**src/rtl/wdt_pow2_pkg.sv**
```systemverilog
package wdt_pow2_pkg;

  typedef enum logic {
    RESP_RESET     = 1'b0,
    RESP_IRQ_FIRST = 1'b1
  } resp_mode_e;

  localparam int unsigned REG_ADDR_W = 3;

  localparam logic [REG_ADDR_W-1:0] ADDR_CTRL  = 3'd0;
  localparam logic [REG_ADDR_W-1:0] ADDR_CODES = 3'd1;
  localparam logic [REG_ADDR_W-1:0] ADDR_KICK  = 3'd2;
  localparam logic [REG_ADDR_W-1:0] ADDR_IRQ   = 3'd3;
  localparam logic [REG_ADDR_W-1:0] ADDR_COUNT = 3'd4;

endpackage

```
**src/rtl/wdt_regs.sv**
```systemverilog
module wdt_regs
  import wdt_pow2_pkg::*;
#(
  parameter int unsigned CODE_W = 4,
  parameter int unsigned CNT_W  = 32
) (
  input  logic                  clk,
  input  logic                  rst_n,
  input  logic                  wr_en,
  input  logic [REG_ADDR_W-1:0] wr_addr,
  input  logic [2*CODE_W-1:0]   wr_data,
  input  logic [REG_ADDR_W-1:0] rd_addr,
  input  logic [CNT_W-1:0]      cnt_val,
  input  logic                  irq,
  output logic                  armed,
  output resp_mode_e            mode,
  output logic [CODE_W-1:0]     start_code,
  output logic [CODE_W-1:0]     run_code,
  output logic                  start_evt,
  output logic                  kick_evt,
  output logic                  clr_evt,
  output logic [CNT_W-1:0]      rd_data
);

  logic wr_ctrl;
  logic wr_codes;

  // Write decode: one-cycle event strobes.
  always_comb begin
    wr_ctrl   = wr_en && (wr_addr == ADDR_CTRL);
    wr_codes  = wr_en && (wr_addr == ADDR_CODES);
    start_evt = wr_ctrl && wr_data[0] && !armed;
    kick_evt  = wr_en && (wr_addr == ADDR_KICK) && armed;
    clr_evt   = wr_en && (wr_addr == ADDR_IRQ) && wr_data[0];
  end

  // Configuration registers. The armed bit can only be set; only rst_n clears it.
  always_ff @(posedge clk) begin
    if (!rst_n) begin
      armed      <= 1'b0;
      mode       <= RESP_RESET;
      start_code <= '0;
      run_code   <= '0;
    end else begin
      if (start_evt) armed <= 1'b1;
      if (wr_ctrl)   mode  <= resp_mode_e'(wr_data[1]);
      if (wr_codes) begin
        run_code   <= wr_data[CODE_W-1:0];
        start_code <= wr_data[2*CODE_W-1:CODE_W];
      end
    end
  end

  // Read mux.
  always_comb begin
    rd_data = '0;
    case (rd_addr)
      ADDR_CTRL: begin
        rd_data[0] = armed;
        rd_data[1] = mode;
      end
      ADDR_CODES: rd_data[2*CODE_W-1:0] = {start_code, run_code};
      ADDR_IRQ:   rd_data[0]            = irq;
      ADDR_COUNT: rd_data               = cnt_val;
      default:    rd_data               = '0;
    endcase
  end

  // once armed, the unit stays armed until block reset.
  p_armed_sticky_r4: assert property (@(posedge clk) disable iff (!rst_n)
    armed |=> armed);

  // an arming write leaves the unit armed on the following cycle.
  p_arm_takes_r3: assert property (@(posedge clk) disable iff (!rst_n)
    (wr_ctrl && wr_data[0]) |=> armed);

endmodule

```
**src/rtl/wdt_counter.sv**
```systemverilog
module wdt_counter #(
  parameter int unsigned BASE_EXP = 16,
  parameter int unsigned CODE_W   = 4,
  parameter int unsigned CNT_W    = 32
) (
  input  logic              clk,
  input  logic              rst_n,
  input  logic              armed,
  input  logic              start_evt,
  input  logic              kick_evt,
  input  logic [CODE_W-1:0] start_code,
  input  logic [CODE_W-1:0] run_code,
  output logic [CNT_W-1:0]  cnt_val,
  output logic              expire_evt
);

  // Load value for a code: one less than 2^(BASE_EXP + code).
  function automatic logic [CNT_W-1:0] reload_of(input logic [CODE_W-1:0] code);
    int unsigned shamt;
    shamt = BASE_EXP + int'(code);
    return (CNT_W'(1) << shamt) - CNT_W'(1);
  endfunction

  logic [CNT_W-1:0] start_load;
  logic [CNT_W-1:0] run_load;

  always_comb begin
    start_load = reload_of(start_code);
    run_load   = reload_of(run_code);
    // A kick on the zero-count edge wins over the expiry.
    expire_evt = armed && (cnt_val == '0) && !kick_evt;
  end

  always_ff @(posedge clk) begin
    if (!rst_n) begin
      cnt_val <= '0;
    end else if (start_evt) begin
      cnt_val <= start_load;
    end else if (kick_evt || expire_evt) begin
      cnt_val <= run_load;
    end else if (armed) begin
      cnt_val <= cnt_val - CNT_W'(1);
    end
  end

  // a running, unkicked, nonzero count drops by exactly one.
  p_count_down_r2: assert property (@(posedge clk) disable iff (!rst_n)
    (armed && !kick_evt && cnt_val != '0) |=> cnt_val == $past(cnt_val) - CNT_W'(1));

  // an expiry reloads to a nonzero value.
  p_wrap_nonzero_r2: assert property (@(posedge clk) disable iff (!rst_n)
    expire_evt |=> cnt_val != '0);

  // while disarmed and not starting, the count does not move.
  p_idle_hold_r1: assert property (@(posedge clk) disable iff (!rst_n)
    (!armed && !start_evt) |=> $stable(cnt_val));

endmodule

```
**src/rtl/wdt_resp.sv**
```systemverilog
module wdt_resp
  import wdt_pow2_pkg::*;
(
  input  logic       clk,
  input  logic       rst_n,
  input  resp_mode_e mode,
  input  logic       expire_evt,
  input  logic       kick_evt,
  input  logic       clr_evt,
  output logic       irq,
  output logic       wrst_req
);

  logic first_warn;
  logic escalate;

  always_comb begin
    first_warn = expire_evt && (mode == RESP_IRQ_FIRST) && !irq;
    escalate   = expire_evt && ((mode == RESP_RESET) || irq);
  end

  always_ff @(posedge clk) begin
    if (!rst_n) begin
      irq      <= 1'b0;
      wrst_req <= 1'b0;
    end else begin
      wrst_req <= escalate;
      if (first_warn)              irq <= 1'b1;
      else if (kick_evt || clr_evt) irq <= 1'b0;
    end
  end

  // in reset style, an expiry yields a reset request on the next cycle.
  p_reset_style_r5: assert property (@(posedge clk) disable iff (!rst_n)
    (expire_evt && mode == RESP_RESET) |=> wrst_req);

  // the first unanswered expiry in interrupt-first style only warns.
  p_first_warn_r6: assert property (@(posedge clk) disable iff (!rst_n)
    (expire_evt && mode == RESP_IRQ_FIRST && !irq) |=> (irq && !wrst_req));

  // a second expiry with the warning still pending escalates.
  p_escalate_r6: assert property (@(posedge clk) disable iff (!rst_n)
    (expire_evt && irq) |=> wrst_req);

  // a kick always leaves the interrupt cleared.
  p_kick_clears_r7: assert property (@(posedge clk) disable iff (!rst_n)
    kick_evt |=> !irq);

  // the reset request is a single-cycle pulse.
  p_pulse_r10: assert property (@(posedge clk) disable iff (!rst_n)
    wrst_req |=> !wrst_req);

endmodule

```
**src/rtl/wdt_pow2.sv**
```systemverilog
module wdt_pow2
  import wdt_pow2_pkg::*;
#(
  parameter int unsigned BASE_EXP = 16,
  parameter int unsigned CODE_W   = 4,
  localparam int unsigned CNT_W   = BASE_EXP + (1 << CODE_W),
  localparam int unsigned WR_W    = 2 * CODE_W
) (
  input  logic                  clk,
  input  logic                  rst_n,
  input  logic                  wr_en,
  input  logic [REG_ADDR_W-1:0] wr_addr,
  input  logic [WR_W-1:0]       wr_data,
  input  logic [REG_ADDR_W-1:0] rd_addr,
  output logic [CNT_W-1:0]      rd_data,
  output logic                  irq,
  output logic                  wrst_req
);

  // Internal events brought out by name.
  logic              armed;
  resp_mode_e        mode;
  logic [CODE_W-1:0] start_code;
  logic [CODE_W-1:0] run_code;
  logic              start_evt;
  logic              kick_evt;
  logic              clr_evt;
  logic              expire_evt;
  logic [CNT_W-1:0]  cnt_val;

  wdt_regs #(.CODE_W(CODE_W), .CNT_W(CNT_W)) u_regs (
    .clk        (clk),
    .rst_n      (rst_n),
    .wr_en      (wr_en),
    .wr_addr    (wr_addr),
    .wr_data    (wr_data),
    .rd_addr    (rd_addr),
    .cnt_val    (cnt_val),
    .irq        (irq),
    .armed      (armed),
    .mode       (mode),
    .start_code (start_code),
    .run_code   (run_code),
    .start_evt  (start_evt),
    .kick_evt   (kick_evt),
    .clr_evt    (clr_evt),
    .rd_data    (rd_data)
  );

  wdt_counter #(.BASE_EXP(BASE_EXP), .CODE_W(CODE_W), .CNT_W(CNT_W)) u_counter (
    .clk        (clk),
    .rst_n      (rst_n),
    .armed      (armed),
    .start_evt  (start_evt),
    .kick_evt   (kick_evt),
    .start_code (start_code),
    .run_code   (run_code),
    .cnt_val    (cnt_val),
    .expire_evt (expire_evt)
  );

  wdt_resp u_resp (
    .clk        (clk),
    .rst_n      (rst_n),
    .mode       (mode),
    .expire_evt (expire_evt),
    .kick_evt   (kick_evt),
    .clr_evt    (clr_evt),
    .irq        (irq),
    .wrst_req   (wrst_req)
  );

  // the arming edge loads a nonzero count, so no expiry on the next edge.
  p_start_no_expire_r3: assert property (@(posedge clk) disable iff (!rst_n)
    start_evt |=> !expire_evt);

  // kick and expiry never coincide.
  p_kick_vs_expire_r7: assert property (@(posedge clk) disable iff (!rst_n)
    !(kick_evt && expire_evt));

endmodule

```
**config.mk**
```make
export PLATFORM = sky130hd
export DESIGN_NAME = wdt_pow2
export DESIGN_NICKNAME = d
export VERILOG_FILES = /design/src/rtl/wdt_pow2_pkg.sv /design/src/rtl/wdt_regs.sv /design/src/rtl/wdt_counter.sv /design/src/rtl/wdt_resp.sv /design/src/rtl/wdt_pow2.sv
export SDC_FILE = /design/constraint.sdc
export NUM_CORES = 1
export LEC_CHECK = 0
export ABC_AREA = 1
export BUFFER_PORTS_ARGS = -buffer_cell sky130_fd_sc_hd__buf_2
export CORE_UTILIZATION = 35
export DETAILED_ROUTE_END_ITERATION = 10
export HOLD_SLACK_MARGIN = 0.08
export PLACE_DENSITY_LB_ADDON = 0.2
export RECOVER_POWER = 25
export SLEW_MARGIN = 10
export SYNTH_ARGS = -nofsm -noshare
export SYNTH_HDL_FRONTEND = slang
export SYNTH_SLANG_ARGS = --single-unit
```
**constraint.sdc**
```tcl
create_clock -name clk -period 4.3 [get_ports clk]
set_input_delay 0.215 -clock clk [delete_from_list [all_inputs] [get_ports clk]]
set_output_delay 0.215 -clock clk [all_outputs]
set_load 0.02 [all_outputs]
```
# Word-level counts from Yosys, hierarchy flattened

Cells that the tools add are included.

Register bits: 44
Bits of input ports: 17
Output and inout bits: 34
Word-level logic and storage cells: 54

Add/sub/neg operators: 5
Equality and inequality tests: 6
Shifts and indexed selects: 2
Mux-type cells: 9
Bitwise gates (word level): 1
Reductions and logical operators: 24

Operators with widths:

| kind                  | count |
|---|---|
| $mux 32               | 3 |
| $shl 1x32->32 const A | 2 |
| $sub 32x2->32 const B | 2 |
| $logic_not 32->1      | 1 |
| $sub 32x1->32 const B | 1 |
| $mux 24               | 1 |
| $logic_and 1x1->1     | 13 |
| $add 5x4->6 const A   | 2 |
| $pmux 6 s2            | 1 |
| $eq 3x2->1 const B    | 3 |
| $eq 3x1->1 const B    | 2 |
| $logic_not 3->1       | 2 |
| $pmux 1 s4            | 1 |
| $eq 3x3->1 const B    | 1 |
| $logic_not 1->1       | 3 |
| $logic_or 1x1->1      | 3 |
| $pmux 1 s3            | 1 |
| $reduce_bool 3->1     | 1 |
| $mux 1                | 2 |
| $reduce_bool 2->1     | 1 |
| $not 1->1             | 1 |

# Logic depth before layout (Yosys ltp)

Gate-level depths: netlist of the first run.

Depth in word-level cells: 8
Depth in mapped cells: 14
Depth with buffers taken out: 13

# Modules after synthesis

Synthesis of the first run repeated with hierarchy kept, for this count alone.

Cells, all modules: 670
Area total of the unflattened synthesis: 3860.0 um2

By module, submodules not included:

| module      | times used | cells an instance | area an instance (um2) | seq. area each (um2) |
|---|---|---|---|---|
| wdt_counter | 1          | 489               | 2856.5                 | 640.6 |
| wdt_regs    | 1          | 167               | 913.4                  | 200.2 |
| wdt_resp    | 1          | 14                | 90.1                   | 40.0 |

# Worst setup path after synthesis of the first run

No wires, ideal clock.

Kind: reg-to-reg
Start: reg u_regs.start_code[3]
End: reg u_counter.cnt_val[26]
Setup time: 122 ps
Arrival time: 1574 ps
Required time: 4178 ps
Setup slack: 2604 ps
Stages on the path, launching flop included: 13
Path buffers: 1
Period minus slack after synthesis: 1696 ps
Cells stage by stage: dfxtp_1 -> buf_2 -> nor2_1 -> inv_1 -> nor2_1 -> inv_1 -> ha_1 -> nand2_1 -> nor2_1 -> nand3b_1 -> o21ai_0 -> a21oi_1 -> a21oi_2

Cells in the longest elaborated chain, start to end: 4

RTL lines:

| item                   | line              | text |
|---|---|---|
| from (decl)            | wdt_regs.sv:17    | `output logic [CODE_W-1:0] start_code,` |
| from (signal assigned) | wdt_regs.sv:49    | `start_code <= wr_data[2*CODE_W-1:CODE_W];` |
| $add 5x4->6            | wdt_counter.sv:20 | `shamt = BASE_EXP + int'(code);` |
| $shl 1x32->32          | wdt_counter.sv:21 | `return (CNT_W'(1) << shamt) - CNT_W'(1);` |
| $sub 32x2->32          | wdt_counter.sv:21 |  |
| $mux 32                | wdt_counter.sv:37 | `end else if (start_evt) begin` |
| to (signal assigned)   | wdt_counter.sv:38 | `cnt_val <= start_load;` |
| to (signal assigned)   | wdt_counter.sv:40 | `cnt_val <= run_load;` |
| to (signal assigned)   | wdt_counter.sv:42 | `cnt_val <= cnt_val - CNT_W'(1);` |
| to (decl)              | wdt_counter.sv:13 | `output logic [CNT_W-1:0] cnt_val,` |

No other way between the ends.
A chain may end at the register's enable or synchronous reset.

# Worst setup path after layout of the first run

Start: reg u_regs.armed
End: reg u_counter.cnt_val[9]

Cells in the longest elaborated chain, start to end: 6
Elaborated cells between the ends (all ways): 10
Those cells by class: mux (2); reduce/logical (8)

RTL lines:

| item                   | line              | text |
|---|---|---|
| from (decl)            | wdt_regs.sv:15    | `output logic armed,` |
| from (signal assigned) | wdt_regs.sv:40    | `armed <= 1'b0;` |
| from (signal assigned) | wdt_regs.sv:45    | `if (start_evt) armed <= 1'b1;` |
| $logic_and 1x1->1      | wdt_regs.sv:33    | `kick_evt = wr_en && (wr_addr == ADDR_KICK) && armed;` |
| $logic_not 1->1        | wdt_counter.sv:31 | `expire_evt = armed && (cnt_val == '0) && !kick_evt;` |
| $logic_and 1x1->1      | wdt_counter.sv:31 |  |
| $logic_or 1x1->1       | wdt_counter.sv:39 | `end else if (kick_evt \|\| expire_evt) begin` |
| $mux 32                | wdt_counter.sv:39 |  |
| $mux 32                | wdt_counter.sv:37 |  |

Several ways; a longest one is shown, not always the timed one.

==> out/summary.md, run 1 <==
- **Hold/Removal Path Class** in -> reg
- **Switching Power** 0.5176 mW
- **worst-path fanout max** 24
- **depth of the worst register-to-register path** 6
- **I/O pin cnt** 51
- **capturing point of the worst reg2reg path** u_counter.cnt_val[9]
- **CP arrival** 3.04 ns
- **count of cells along the worst hold path** 3
- **final hold vios** 0
- **Net Count, Synth** 653
- **Resized Gates After CTS** 0
- **Hold Crit Start** wr_data[1]
- **latest clock arrival within the worst-skew pair** 0.31 ns
- **clock tree from TritonCTS** yes
- **final routed wire length divided by cell count** 15.30 um
- **final routed DRC violation total** 0
- **antenna violation net count after detailed routing** 0
- **violation count after the first detailed-routing iteration** 413
- **Clock Sinks** 44
- **Max-cap violations** 0
- **deepest clock path buffer count** 2
- **via count of the first global-routing pass** 3706
- **Clock Tree Root** clkbuf_8
- **net count reported at finish** 691
- **Hold-fix buffers, CTS** 0
- **number of H-tree levels** 2
- **number of flops mapped to enable cells by yosys** 0
- **Final setup violation count** 0
- **number of max-slew violations in the final report** 0
- **Yosys warnings** 0
- **post-layout min period** 2.809 ns
- **internal power** 0.7562 mW
- **number of instances in the synthesized netlist** 632
- **count of placed standard cells in the final layout, fillers left out** 804
- **Initial DRT Pass Iterations** 6
- **setup clock skew after layout** 0.01150 ns
- **sum of routed wire length over all layers** 12300 um
- **fraction of the yosys area taken by sequential cells** 24.22%
- **clock transition at the register clock pins on the worst setup and hold paths after CTS** 0.09 ns
- **horizontal die dimension** 103.9 um
- **Max VDD drop** 0.1241 mV
- **core region area** 0.009910 mm^2
- **total power divided by cell area** 315.0 mW/mm^2
- **fraction of registers with async set/reset** 0%
- **pin count of the biggest net entering global routing** 33
- **Num CTS Buffers** 5
- **Fmax** 356.0 MHz
- **effective utilization at floorplan** 36.70%
- **most frequent cells in the layout** 166 x nand2_1, 118 x nor2_1, 71 x inv_1
- **number of vias after detailed routing** 4109
- **part of the total power dissipated in combinational logic** 39.2%
- **via/cell ratio** 5.111
- **fraction of layout cells with a size suffix above 1** 14.16%
- **flop2flop setup slack** 1.49 ns
- **capturing element type of the critical path** flip-flop
- **Min-Delay Endpoint** u_regs.run_code[1]
- **synthesized area per cell** 5.755 um^2
- **routability congestion estimate from global placement** 0.9625
- **Worst Setup Path Type** reg -> reg
- **static leakage** 2.044 nW
- **Reg power frac** 35.1%
- **Port-buffer cells** 50
- **WP buf/inv** 2
- **total inserted antenna cells** 0
- **fraction of power consumed by the clock network** 25.7%
- **total standard cell area after synthesis** 0.003637 mm^2
- **Tightest Pin Transition** 1.336 ns
- **slowest cell delay on critical path** 0.80 ns
- **relative slew slack** 10.93%
- **RSZ-0062 raised after global routing** no
- **Reg2Reg Launch Point** u_regs.armed
- **data required time at the worst endpoint** 4.54 ns
- **master of the slowest instance on the critical path** nand2_1
- **Critical Path Start Type** flip-flop
- **detailed placer's ending HPWL** 9641 um
- **vertical extent of the die** 103.9 um
- **global routing usage summed across all routing layers** 22.91%
- **run status** finished clean
- **Area growth syn-to-layout** 11.18%
- **overflow left after global routing** 0
- **leading cell type in the layout, fill and taps excluded** nand2_1
- **Distinct cells, synth** 38
- **Row Count** 36
- **antenna violations before repair** 0
- **#FFs+latches synth** 44
- **Setup Total Neg Slack** 0 ns
- **delay-heaviest family, CP** simple AND/OR/NAND/NOR gates
- **Placed Cells incl. Taps** 796
- **sw frac** 40.63%
- **full die area** 0.01080 mm^2
- **Most used DFF post-synth** dfxtp_1
- **critical path, cell by cell** clkinvlp_2, nand2_1, inv_2, nor2_2, nand2_2, o21ai_1
- **Setup Fix Bufs, Post-CTS** 0
- **crit share post-route** 65.32%
- **first-pass GRT wire length** 19620 um
-- power by group through the flow --
stage | Sequential, mW | Clock, mW | Combinational [mW]
after floorplan | 0.448 | 0 | 0.373
after global placement | 0.457 | 0 | 0.492
after CTS | 0.447 | 0.334 | 0.493
final | 0.448 | 0.327 | 0.499
after detailed placement | 0.457 | 0 | 0.490
after global routing | 0.451 | 0.347 | 0.558
-- layout make-up --
type | count | area [um^2]
flip-flops and latches | 44 | 880.8
well taps | 133 | 166.4
clock inverters | 2 | 35.03
inverters | 82 | 309.0
repair buffers | 51 | 250.2
multi-input cells | 486 | 2330
fillers | 1145 | 5866
clock buffers | 6 | 72.57
-- cells by family after synthesis --
kind of cell | share of synthesized area [%]
xor gates and xnor gates | 2.649
AOI/OAI and AO/OA | 15.89
and+or+nand+nor | 44.41
buffers and inverters | 11.45
DFF | 24.22
adders and majority gates | 1.376
-- how the worst max path moves through the flow --
stage,to,depth (start not counted),slack [ns],startpoint
detailed placement,rd_data[0],5,2.13,rd_addr[1]
finish,u_counter.cnt_val[9],6,1.49,u_regs.armed
global route,u_counter.cnt_val[18],8,1.19,u_regs.armed
floorplan,u_counter.cnt_val[26],12,2.60,u_regs.start_code[3]
global placement,rd_data[0],5,2.15,rd_addr[1]
CTS,rd_data[0],5,2.12,rd_addr[1]
-- state kept, by name (all words and copies together) (netlist names) --
name,count
u_resp.irq,1
u_counter.cnt_val,32
u_resp.wrst_req,1
u_regs.start_code,4
u_regs.mode,1
u_regs.armed,1
u_regs.run_code,4
-- Yosys cell counts (4+ instances only) --
master      n  area (um^2)
nand2_1   165        619.3
nor2_1    117        439.2
inv_1      71        266.5
dfxtp_1    44        880.8
nand3_1    41        205.2
a21oi_1    39        195.2
o21ai_0    27        135.1
nand4_1    11        68.82
xor2_1     10        87.58
clkbuf_1    9        33.78
inv_2       9        33.78
buf_2       7        35.03
nand2_2     7        43.79
nor2_2      7        43.79
o21ai_1     7        35.03
o22ai_1     7        43.79
nand3_2     6        60.06
nor3_1      6        30.03
a21oi_2     5        43.79
nor2_4      5        56.30
a22oi_1     4        30.03
ha_1        4        50.05
o211ai_1    4        30.03
-- per-stage QoR --
step	instance area (um^2)	power, mW	hold WS [ns]	util, %	setup slack (ns)
floorplan	3637	0.8204	0.3634	-	2.604
global placement	3955	0.9493	0.4737	39.91	2.150
detailed placement	3955	0.9471	0.4703	39.91	2.126
CTS	4063	1.274	0.1479	41.00	2.116
global route	4044	1.355	0.1718	40.81	1.188
finish	4044	1.274	0.1561	40.81	1.491
-- tightest hold or removal path: cells and delay by family --
kind	cells	cell delay, ns
AOI/OAI and AO/OA	1	0.06
buffers and inverters	2	0.15
-- routing by layer --
layer | vias to the layer above | wire length [um] | share of wire [%] | global-route usage [%]
met5 | - | 0 | 0 | 0
met4 | 0 | 216 | 1.8 | 6.122
met3 | 14 | 762 | 6.2 | 2.506
met2 | 152 | 5509 | 45 | 37.57
met1 | 1843 | 5815 | 47 | 31.74
li1 | 2100 | - | - | -
Note: power is estimated with default switching activity, not from simulation.
==> inputs of run 2 (changes only) <==
==> constraint.sdc (replaced) <==
create_clock -name clk -period 2.5 [get_ports clk]
set_input_delay 0.125 -clock clk [delete_from_list [all_inputs] [get_ports clk]]
set_output_delay 0.125 -clock clk [all_outputs]
set_load 0.02 [all_outputs]
==> run 2 against run 1 <==
Die area unchanged. Clock skew down 0.0032 ns. Register-to-register slack worse by 1.1 ns. Combinational power up 71%. Core utilization up 0.49 points. First-iteration DRC count down 11%. Critical path type unchanged.
==> out/summary.md, run 2 (synthesized netlist as in run 1, its figures left out) <==
- **sum of routed wire length over all layers** 12410 um, +0.85%
- **post-layout min period** 2.133 ns, -0.6761 ns
- **worst-path fanout max** 9, -63%
- **Largest register FFs** 32, unchanged
- **internal power** 1.237 mW, +64%
- **routability congestion estimate from global placement** 0.9204, -4.4%
- **clock tree from TritonCTS** yes
- **most frequent cells in the layout** 165 x nand2_1, 118 x nor2_1, 71 x inv_1
- **deepest clock path buffer count** 2, unchanged
- **registers with the highest flip-flop counts** u_counter.cnt_val x32, u_regs.run_code x4, u_regs.start_code x4
- **antenna violation net count after detailed routing** 0, unchanged
- **setup clock skew after layout** 0.008327 ns, -0.003177 ns
- **total inserted antenna cells** 0, unchanged
- **Reg power frac** 36.2%, +1.1 points
- **Area growth syn-to-layout** 12.52%
- **Biggest register** u_counter.cnt_val
- **part of the total power dissipated in combinational logic** 40.2%, +1.0 points
- **final routed DRC violation total** 0, unchanged
- **Fmax** 468.9 MHz, +32%
- **Clock Tree Root** clkbuf_8
- **data required time at the worst endpoint** 2.70 ns, -1.84 ns
- **Reg2Reg Launch Point** u_regs.start_code[2]
- **number of H-tree levels** 2, unchanged
- **fraction of power consumed by the clock network** 23.6%, -2.1 points
- **final standard cell utilization of the core** 41.30%, +0.49 points
- **violation count after the first detailed-routing iteration** 366, -11%
- **Hold Crit Start** wr_data[5]
- **Hold/Removal Path Class** in -> reg
- **clock transition at the register clock pins on the worst setup and hold paths after CTS** 0.09 ns, about the same
- **master of the slowest instance on the critical path** dfxtp_1
- **overflow left after global routing** 0, unchanged
- **Tightest Pin Transition** 0.7398 ns, -0.5962 ns
- **Max VDD drop** 0.2099 mV, +69%
- **relative slew slack** 50.56%, +40 points
- **antenna violations before repair** 0, unchanged
- **I/O pin cnt** 51, unchanged
- **Clock Sinks** 44, unchanged
- **number of max-slew violations in the final report** 0, unchanged
- **RSZ-0062 raised after global routing** no
- **Initial DRT Pass Iterations** 6, unchanged
- **horizontal die dimension** 103.9 um, unchanged
- **Max-cap violations** 0, unchanged
- **global routing usage summed across all routing layers** 23.20%, +0.28 points
- **CP arrival** 2.33 ns, -0.71 ns
- **static leakage** 2.047 nW, +0.15%
- **final hold vios** 0, unchanged
- **most used cell, CP** nor2_1
- **Placed Cells incl. Taps** 803, +0.88%
- **via count of the first global-routing pass** 3841, +3.6%
- **slowest cell delay on critical path** 0.50 ns, -0.30 ns
- **run status** finished clean
- **Setup Fix Bufs, Post-CTS** 0, unchanged
- **full die area** 0.01080 mm^2, unchanged
- **Setup Total Neg Slack** 0 ns, unchanged
- **number of vias after detailed routing** 4242, +3.2%
- **timing startpoint of the critical path** u_regs.start_code[2]
- **Critical Path Start Type** flip-flop
- **fraction of layout cells with a size suffix above 1** 14.14%, -0.020 points
- **Row Count** 36, unchanged
- **crit share post-route** 85.31%, +20 points
- **via/cell ratio** 5.224, +2.2%
- **latest clock arrival within the worst-skew pair** 0.31 ns, about the same
- **Post-Place Cell Area** 0.004008 mm^2, +1.3%
- **Worst Setup Path Type** reg -> reg
- **vertical extent of the die** 103.9 um, unchanged
- **Resized Gates After CTS** 0, unchanged
- **Final setup violation count** 0, unchanged
- **first-pass GRT wire length** 20010 um, +2.0%
- **critical path, cell by cell** nor2_1, inv_1, nor2_1, inv_1, ha_1, nand2_1, nor2_1, a21oi_1, a21oi_1, a21oi_2
- **net count reported at finish** 699, +1.2%
- **Switching Power** 0.8871 mW, +71%
- **final routed wire length divided by cell count** 15.28 um, -0.15%
- **count of placed standard cells in the final layout, fillers left out** 812, +1.0%
- **total power divided by cell area** 519.0 mW/mm^2, +65%
- **Port-buffer cells** 50, unchanged
- **effective utilization at floorplan** 36.70%, unchanged
- **cell area after layout** 0.004093 mm^2, +1.2%
- **pin count of the biggest net entering global routing** 25, -24%
- **capturing element type of the critical path** flip-flop
- **Num CTS Buffers** 5, unchanged
- **sw frac** 41.76%, +1.1 points
- **core region area** 0.009910 mm^2, unchanged
- **leading cell type in the layout, fill and taps excluded** nand2_1
- **detailed placer's ending HPWL** 9671 um, +0.31%
[run 2: changes by cell type in the layout (fill, tap and decap cells not counted), sizes merged]
cell,before,now
dlygate4sd3,0,1
bufinv,1,0
clkbuf,10,18
buf,47,48
inv,80,81
clkinv,2,1
clkinvlp,1,0
[run 2: critical path, delay by kind of cell (launching register included)]
kind | cells | cell delay, ns
AO/OA/AOI/OAI | 3 | 0.52
adder cells (fa/ha/maj) | 1 | 0.23
buffers and inverters | 2 | 0.17
flip-flops | 1 | 0.50
AND/OR/NAND/NOR | 4 | 0.61
[run 2: power by group through the flow]
stage / Combinational, mW / Sequential (mW) / Clock [mW]
finish: 0.854 / 0.769 / 0.501
global route: 0.968 / 0.774 / 0.523
detailed placement: 0.839 / 0.784 / 0
CTS: 0.847 / 0.768 / 0.500
floorplan: 0.641 / 0.770 / 0
global placement: 0.841 / 0.783 / 0
[run 2: path summary, 6_finish.rpt]
path	to	slack, ns	cells past startpoint
worst max-delay path	u_counter.cnt_val[26]	0.37	10
worst min register to register	u_counter.cnt_val[31]	0.49	2
worst min-delay path	u_regs.start_code[1]	0.10	3
worst max register to register	u_counter.cnt_val[26]	0.37	10
[run 2: layout make-up]
| class | instances | area (um^2) |
|---|---|---|
| Fill cell | 1117 | 5817 |
| Multi-Input combinational cell | 486 | 2337 |
| Sequential cell | 44 | 880.8 |
| Inverter | 82 | 310.3 |
| Timing Repair Buffer | 59 | 307.8 |
| Tap cell | 133 | 166.4 |
| Clock buffer | 8 | 90.09 |
[run 2: through the flow]
step | hold WS [ns] | power, mW | setup slack (ns)
5_1_grt | 0.1108 | 2.265 | 0.1692
4_1_cts | 0.09666 | 2.114 | 0.4412
2_1_floorplan | 0.2734 | 1.411 | 0.8042
3_5_place_dp | 0.3947 | 1.623 | 0.4539
3_3_place_gp | 0.3824 | 1.624 | 0.4739
6_report | 0.1005 | 2.124 | 0.3674
[run 2: per-layer routing]
metal  vias to the layer above  global-route usage, %  part of all wire, %
li1                       2113                      -                    -
met1                      1933                  31.47                   46
met2                       181                  38.43                   45
met3                        15                  2.820                  7.1
met4                         0                  6.633                  1.9
met5                         -                      0                    0
[run 2: repair_timing]
item / CTS / global route
endpoints found under the setup margin: 0 / 0
endpoints found under the hold margin: 2 / 0
hold buffers: 1 / 0
==> inputs of run 3 (changes only) <==
--- a/config.mk
+++ b/config.mk
@@ -7,6 +7,7 @@
 export LEC_CHECK = 0
 export ABC_AREA = 1
 export BUFFER_PORTS_ARGS = -buffer_cell sky130_fd_sc_hd__buf_2
+export CORE_MARGIN = 10
 export CORE_UTILIZATION = 35
 export DETAILED_ROUTE_END_ITERATION = 10
 export HOLD_SLACK_MARGIN = 0.08
==> constraint.sdc (replaced) <==
create_clock -name clk -period 2.5 [get_ports clk]
set_input_delay 0.125 -clock clk [delete_from_list [all_inputs] [get_ports clk]]
set_output_delay 0.125 -clock clk [all_outputs]
set_load 0.1 [all_outputs]
==> run 3 against run 2 <==
Setup slack better by 0.032 ns. Register-to-register slack improved by 0.12 ns. Sequential power is essentially flat. Sequential share of layout area decreased by 0.18 points. First-iteration DRC count up 22%. Clock skew grew 0.00052 ns.
==> out/summary.md, run 3 (synthesized netlist as in run 1, its figures left out) <==
- **fraction of layout cells with a size suffix above 1** 14.39%, +0.25 points
- **Final setup violation count** 0, unchanged
- **Setup Total Neg Slack** 0 ns, unchanged
- **count of cells along the worst hold path** 3, unchanged
- **first-pass GRT wire length** 20880 um, +4.3%
- **Port-buffer cells** 50, unchanged
- **Area growth syn-to-layout** 13.45%
- **Min-Delay Endpoint** u_regs.start_code[1]
- **Clock Sinks** 44, unchanged
- **Resized Gates After CTS** 0, unchanged
- **total power divided by cell area** 525.5 mW/mm^2, +1.2%
- **CP arrival** 1.98 ns, -0.35 ns
- **final routed DRC violation total** 0, unchanged
- **Hold Crit Start** wr_data[5]
- **static leakage** 2.058 nW, +0.54%
- **global routing met2 resource utilization** 28.16%, -10 points
- **antenna violation net count after detailed routing** 0, unchanged
- **Tightest Pin Transition** 1.185 ns, +0.4456 ns
- **crit share post-route** 84.03%, -1.3 points
- **global routing usage summed across all routing layers** 17.65%, -5.5 points
- **core region area** 0.01023 mm^2, +3.2%
- **effective utilization at floorplan** 35.55%, -1.2 points
- **vertical extent of the die** 121.9 um, +17%
- **deepest clock path buffer count** 2, unchanged
- **Num CTS Buffers** 5, unchanged
- **Largest register FFs** 32, unchanged
- **number of vias after detailed routing** 4276, +0.80%
- **final routed wire length divided by cell count** 16.14 um, +5.6%
- **Setup Fix Bufs, Post-CTS** 0, unchanged
- **worst-path fanout max** 8, -1
- **Max VDD drop** 0.2210 mV, +5.3%
- **most frequent cells in the layout** 165 x nand2_1, 118 x nor2_1, 71 x inv_1
- **setup clock skew after layout** 0.008849 ns, +0.0005223 ns
- **layer carrying the most global-route usage** met2
- **clock tree from TritonCTS** yes
- **data required time at the worst endpoint** 2.38 ns, -0.32 ns
- **master of the slowest instance on the critical path** clkbuf_1
- **final standard cell utilization of the core** 40.33%, -0.97 points
- **Worst Setup Path Type** reg -> out
- **Clock Tree Root** clkbuf_8
- **horizontal die dimension** 121.9 um, +17%
- **net count reported at finish** 701, +0.29%
- **Hold/Removal Path Class** in -> reg
- **sum of routed wire length over all layers** 13180 um, +6.3%
- **routability congestion estimate from global placement** 0.9828, +6.8%
- **critical path, cell by cell** buf_4, nand3_1, o2111ai_1, clkbuf_1
- **clock transition at the register clock pins on the worst setup and hold paths after CTS** 0.08 ns, about the same
- **global-route track usage on met3** 3.238%, +0.42 points
- **slowest cell delay on critical path** 0.90 ns, +0.40 ns
- **final hold vios** 0, unchanged
- **Biggest register** u_counter.cnt_val
- **detailed placer's ending HPWL** 10430 um, +7.9%
- **number of max-slew violations in the final report** 0, unchanged
- **RSZ-0062 raised after global routing** no
- **number of H-tree levels** 2, unchanged
- **Row Count** 37, +2.8%
- **antenna violations before repair** 0, unchanged
- **capturing element type of the critical path** primary output
- **I/O pin cnt** 51, unchanged
- **total design power** 2.168 mW, +2.1%
- **Max-cap violations** 0, unchanged
- **flop2flop setup slack** 0.49 ns, +0.12 ns
- **Initial DRT Pass Iterations** 5, -1
- **overflow left after global routing** 0, unchanged
- **via count of the first global-routing pass** 4015, +4.5%
- **post-layout min period** 2.101 ns, -0.03200 ns
- **Fmax** 476.0 MHz, +1.5%
- **registers with the highest flip-flop counts** u_counter.cnt_val x32, u_regs.run_code x4, u_regs.start_code x4
- **leading cell type in the layout, fill and taps excluded** nand2_1
- **fill cell instance count of the final layout** 1167, +4.5%
- **met1 usage in global routing** 23.32%, -8.1 points
- **Hold-fix buffers, CTS** 1, unchanged
- **run status** finished clean
- **pin count of the biggest net entering global routing** 33, +32%
- **relative slew slack** 21.31%, -29 points
- **full die area** 0.01487 mm^2, +38%
- **violation count after the first detailed-routing iteration** 445, +22%
- **total inserted antenna cells** 0, unchanged
- **depth of the worst register-to-register path** 11, +1
- **Critical Path Start Type** flip-flop
- **capturing point of the worst reg2reg path** u_counter.cnt_val[26]
- **via/cell ratio** 5.234, +0.18%
- **latest clock arrival within the worst-skew pair** 0.32 ns, about the same
- **Reg2Reg Launch Point** u_regs.start_code[2]
run 3: cell types whose count changed in the layout (fill, tap and decap cells not counted), sizes merged:
cell  delta
buf      +2
run 3: final cells by class:
class | count | area, um^2 | area share, %
multi-input combinational | 486 | 2337 | 56.64
sequential | 44 | 880.8 | 21.35
timing repair buffer | 61 | 337.8 | 8.187
inverter | 82 | 310.3 | 7.520
tap | 136 | 170.2 | 4.124
clock buffer | 8 | 90.09 | 2.183
run 3: routing by layer:
layer  share of wire (%)  up-vias
met1                  45     1959
met3                 7.0       21
li1                    -     2124
met2                  45      172
met4                 2.4        0
met5                   0        -
run 3: per-stage QoR:
stage | cells | hold WS (ns) | instance area, um^2 | setup WS [ns]
5_1_grt | 817 | 0.1058 | 4126 | 0.3178
2_1_floorplan | 632 | 0.2734 | 3637 | 0.2224
3_3_place_gp | 808 | 0.3816 | 4056 | 0.6037
3_5_place_dp | 808 | 0.3817 | 4056 | 0.5729
6_report | 817 | 0.08750 | 4126 | 0.3994
4_1_cts | 817 | 0.08968 | 4156 | 0.5363
run 3: critical path: cells and delay by family, from the launching register on:
family	cells	cell delay (ns)
AOI/OAI and AO/OA	1	0.09
and+or+nand+nor	1	0.09
DFF	1	0.38
buffers and inverters	2	1.10
run 3: worst max-delay path by stage:
stage / start / slack, ns / cells past startpoint / end
floorplan: u_regs.start_code[3] / 0.22 / 4 / rd_data[7]
global placement: u_regs.start_code[2] / 0.60 / 10 / u_counter.cnt_val[26]
detailed placement: u_regs.start_code[2] / 0.57 / 11 / u_counter.cnt_val[26]
CTS: u_regs.start_code[2] / 0.54 / 11 / u_counter.cnt_val[26]
global route: u_regs.start_code[2] / 0.32 / 11 / u_counter.cnt_val[28]
finish: u_regs.armed / 0.40 / 4 / rd_data[0]
run 3: report_power, final:
| group | internal [mW] | total (mW) | switching, mW |
|---|---|---|---|
| combinational | 0.283 | 0.892 | 0.609 |
| sequential | 0.730 | 0.770 | 0.0405 |
| clock | 0.227 | 0.506 | 0.279 |
| total | 1.24 | 2.17 | 0.929 |
